[src/rtl/clk_src_ctrl.sv]
module clk_src_ctrl #(
  parameter int EXP_W0     = 10,
  parameter int EXP_W1     = 13,
  parameter int EXP_W2     = 17,
  parameter int EXP_W3     = 15,
  parameter int EXP_W3_POR = 16
) (
  input  logic       clk,
  input  logic       por_n,
  input  logic       rst_n,
  input  logic       wr_en,
  input  logic [7:0] wdata,
  input  logic       mul_msb,
  output logic [7:0] rdata,
  output logic [2:0] pll_mult,
  output logic [1:0] clk_sel
);
  localparam int MA = (EXP_W0 > EXP_W1) ? EXP_W0 : EXP_W1;
  localparam int MB = (EXP_W2 > EXP_W3) ? EXP_W2 : EXP_W3;
  localparam int MC = (MA > MB) ? MA : MB;
  localparam int MAXE = (MC > EXP_W3_POR) ? MC : EXP_W3_POR;
  localparam int CW = MAXE + 1;

  localparam logic [1:0] SEL_MAIN = 2'b00;
  localparam logic [1:0] SEL_PLL  = 2'b01;
  localparam logic [1:0] SEL_SUB  = 2'b10;

  logic [1:0]    ws;
  logic          sub_req_n, pll_req_n;
  logic [2:0]    mul;
  logic [1:0]    act;
  logic          pend;
  logic [CW-1:0] cnt;
  logic [CW-1:0] lim;
  logic          por_last;

  wire any_rst = !por_n || !rst_n;

  function automatic logic [1:0] pick(input logic s_n, input logic p_n);
    if (!s_n)      return SEL_SUB;
    else if (!p_n) return SEL_PLL;
    else           return SEL_MAIN;
  endfunction

  wire [1:0] tgt   = pick(sub_req_n, pll_req_n);
  wire [1:0] tgt_w = pick(wdata[3], wdata[2]);
  wire [2:0] wcode = {mul_msb, wdata[1:0]};
  wire       code_ok = wcode[2] ? (wcode[1:0] == 2'b10) : 1'b1;

  always_comb begin
    case (ws)
      2'b00:   lim = CW'(1) << EXP_W0;
      2'b01:   lim = CW'(1) << EXP_W1;
      2'b10:   lim = CW'(1) << EXP_W2;
      default: lim = por_last ? (CW'(1) << EXP_W3_POR) : (CW'(1) << EXP_W3);
    endcase
  end

  always_ff @(posedge clk) begin
    if (!por_n)      por_last <= 1'b1;
    else if (!rst_n) por_last <= 1'b0;
  end

  always_ff @(posedge clk) begin
    if (any_rst) begin
      ws        <= 2'b11;
      sub_req_n <= 1'b1;
      pll_req_n <= 1'b1;
      mul       <= 3'b000;
      act       <= SEL_MAIN;
      pend      <= 1'b0;
      cnt       <= '0;
    end else if (wr_en) begin
      ws        <= wdata[5:4];
      sub_req_n <= wdata[3];
      pll_req_n <= wdata[2];
      if (code_ok) mul <= wcode;
      pend      <= (tgt_w != act);
      cnt       <= '0;
    end else if (pend) begin
      if (cnt == lim - CW'(1)) begin
        act  <= tgt;
        pend <= 1'b0;
        cnt  <= '0;
      end else begin
        cnt <= cnt + CW'(1);
      end
    end
  end

  assign clk_sel  = act;
  assign pll_mult = mul;
  assign rdata    = {act != SEL_SUB, act != SEL_PLL, ws, sub_req_n, pll_req_n, mul[1:0]};

  assert_idle_match_R3: assert property (@(posedge clk) disable iff (any_rst)
    !pend |-> clk_sel == tgt);

  assert_hold_on_write_R9: assert property (@(posedge clk) disable iff (any_rst)
    wr_en |=> $stable(clk_sel));

  assert_hold_in_wait_R9: assert property (@(posedge clk) disable iff (any_rst)
    (pend && cnt != lim - CW'(1)) |=> $stable(clk_sel));

  assert_switch_on_expiry_R5: assert property (@(posedge clk) disable iff (any_rst)
    (pend && !wr_en && cnt == lim - CW'(1)) |=> clk_sel == $past(tgt));

  assert_mult_legal_R4: assert property (@(posedge clk) disable iff (any_rst)
    !(pll_mult[2] && !(pll_mult[1] && !pll_mult[0])));
endmodule

[config.mk]
export PLATFORM = sky130hd
export DESIGN_NAME = clk_src_ctrl
export DESIGN_NICKNAME = d
export VERILOG_FILES = /design/src/rtl/clk_src_ctrl.sv
export SDC_FILE = /design/constraint.sdc
export NUM_CORES = 1
export LEC_CHECK = 0
export ABC_AREA = 1
export CAP_MARGIN = 10
export CORE_MARGIN = 4
export CORE_UTILIZATION = 46
export DETAILED_ROUTE_END_ITERATION = 10
export PLACE_DENSITY = 0.75
export REMOVE_ABC_BUFFERS = 1
export SLEW_MARGIN = 5
export SYNTH_ARGS = -nofsm -noshare
export SYNTH_HDL_FRONTEND = slang
export SYNTH_SLANG_ARGS = --single-unit
[constraint.sdc]
create_clock -name clk -period 4.52 [get_ports clk]
set_clock_uncertainty 0.05 [all_clocks]
set_input_delay 1.356 -clock clk [delete_from_list [all_inputs] [get_ports clk]]
set_output_delay 1.356 -clock clk [all_outputs]
set_load 0.02 [all_outputs]
==> results.cfg <==
[status]
outcome = complete, no violations

[pwr]
irDropWorstVdd_v = 0.000184
power_mw = 0.483
pwr_density_cell_mw_per_mm2 = 256
p_leak_nw = 0.780

[clock_tree]
cts_buffers = 5
root_buffer = clkbuf_4
hold_buffers = 0
cts_sinks = 29
clk_latency_ns = 0.32
htree_levels = 2
cts.clk_slew.worst_paths_ns = 0.09
post_cts_resized = 0
cts_tree = yes
cts_setup_buffers = 0
clockBufferDepth = 2

[grt]
grt_pass1_vias = 1298
antenna_found_initial = 0
grt_usage_pct = 17.0
grt_pass1_wl_um = 5720
overflow = 0
grt_max_degree = 18

[place]
port_buffers = 23
place.gp.congestion = 0.790
hpwl_um = 2460

[finish]
final_common_cell = nand2_1
fillers = 314
multiInputGateArea_um2 = 841
layout_common_cells = nand2_1, nor2_1, dfxtp_1, inv_1, clkdlybuf4s50_1
design.final.nets = 258
final_layout_size_suffix_gt1_share_pct = 13.5
regArea_um2 = 581
syn2layout_area_growth_pct = 19.7
antennaDiodeCount = 0

[yosys]
synth_area_per_cell_um2 = 7.16
synth_top_area_cell = dfxtp_1
ys_ff_latch = 29
yosys-top-cells-area = dfxtp_1, nand2_1, nor2_1
yosysWarnings = 0
synth_edf_count = 0
yosysSeqAreaShare_pct = 36.9
syn_inst = 220
synth_cell_type_count = 28
synth_top_area_share_pct = 36.9
synth_ff_type = dfxtp_1
syn-cell-area_mm2 = 0.00158
synthArstFlopShare_pct = 0

[floorplanning]
die-area_mm2 = 0.00442
core_region_area_mm2 = 0.00315
rows = 20
fp.dieW_um = 66.5
initial_core_util_pct = 50.0
die_h_um = 66.5
ios = 26

[route]
remaining_drc_errors = 0
viasPerCell = 4.78
ant_nets = 0
wl_per_cell_um = 11.0
routed_wirelength_um = 3180
drt_pre_antenna_iters = 4
vias = 1376
drtIter0Drc = 45

[timing]
drv_slew = 0
period_share_pct = 63.5
fmax_mhz = 349
setup_tns_ns = 0
worst_pin_slew_ns = 0.614
slew-limit-headroom_pct = 59.0
grt_setup_unrepaired = no
setup_viol = 0
period_minus_slack_ns = 2.87
final-hold-violation-count = 0

[critical_path]
rr_endpoint = cnt[14]
endpoint_kind = output pin
worstPathArrival_ns = 1.46
start_kind = flop
cp_data_required_time_ns = 3.11
critPathKind = flop to output pin
reg2regPathDepth = 12
reg2reg_slack_ns = 2.51
crit_fanout = 4
cp-endpoint = rdata[6]
worstReg2RegStart = ws[0]
startpoint = clk_sel[1]

[hold_path]
hold_path_class = flop to flop

[job]
cap_violations = 0
[cell type report]
type,count,share of cell area (%)
clock buffers,7,3.45
multi-input cells,155,44.6
repair buffers,23,12.2
clock inverters,1,0.265
flip-flops and latches,29,30.8
well taps,44,2.92
inverters,29,5.77
[power by group]
part | internal (mW) | total [mW] | switching (mW)
Combinational | 0.0183 | 0.0398 | 0.0215
Clock | 0.0900 | 0.180 | 0.0900
Sequential | 0.259 | 0.263 | 0.00459
Total | 0.367 | 0.483 | 0.116
[routing by layer]
layer / wire length [um] / up-vias / share of wire [%] / track usage [%]
li1: - / 741 / - / -
met3: 129 / 8 / 4.1 / 4.72
met4: 60 / 0 / 1.9 / 8.38
met2: 1450 / 20 / 46 / 26.3
met5: 0 / - / 0 / 0
met1: 1540 / 607 / 48 / 21.6
[logic make-up (layout without fill, tap and decap cells)]
logic type               Yosys count  after routing  share of synthesized area [%]
AO/OA/AOI/OAI                     22             22                           7.94
XOR/XNOR                          13             13                           7.23
buffers and inverters             36             60                           9.77
AND/OR/NAND/NOR                  118            118                           36.6
flip-flops                        29             29                           36.9
adder cells (fa/ha/maj)            2              2                           1.59
[state kept, by name, indices dropped and copies added (netlist names)]
register	cells
cnt	18
pll_mult	3
por_last	1
pend	1
ws	2
clk_sel	2
sub_req_n	1
pll_req_n	1
[Yosys cell counts, types with 2 or more instances]
library cell  count
buf_4             4
inv_1            27
nand2_2           3
dfxtp_1          29
o21bai_1          2
nand2_1          45
nand3_2           5
nor2_4            2
a21oi_1           7
nor2_2            9
nand4_1           4
buf_2             3
nand3_1          13
ha_1              2
xnor2_1           2
inv_2             2
nor2_1           32
xor2_1           11
o22ai_1           2
o21ai_0           8
[metrics by stage]
stage	utilization [%]	cells	area, um2	hold WS (ns)	setup slack (ns)
detailed placement	57.6	280	1820	0.385	1.56
floorplan	-	213	1530	0.364	2.39
global placement	57.6	280	1820	0.382	1.59
CTS	59.8	288	1890	0.398	1.63
finish	59.8	288	1890	0.396	1.65
global route	59.8	288	1890	0.445	1.56
[worst max-delay path: stages, from the launching register on]
cell and delay (ns):
dfxtp_1 0.37, inv_1 0.08, nand2_1 0.08, clkdlybuf4s50_1 0.60
[how the worst min path moves through the flow]
stage                     slack (ns)  endpoint     start  cells after the start
after global placement          0.38  por_last  por_last                      2
after detailed placement        0.39  por_last  por_last                      2
after global routing            0.45  por_last  por_last                      2
final                           0.40  por_last  por_last                      2
after floorplan                 0.36  por_last  por_last                      2
after CTS                       0.40  por_last  por_last                      2
Note: power is estimated with default switching activity, not from simulation.
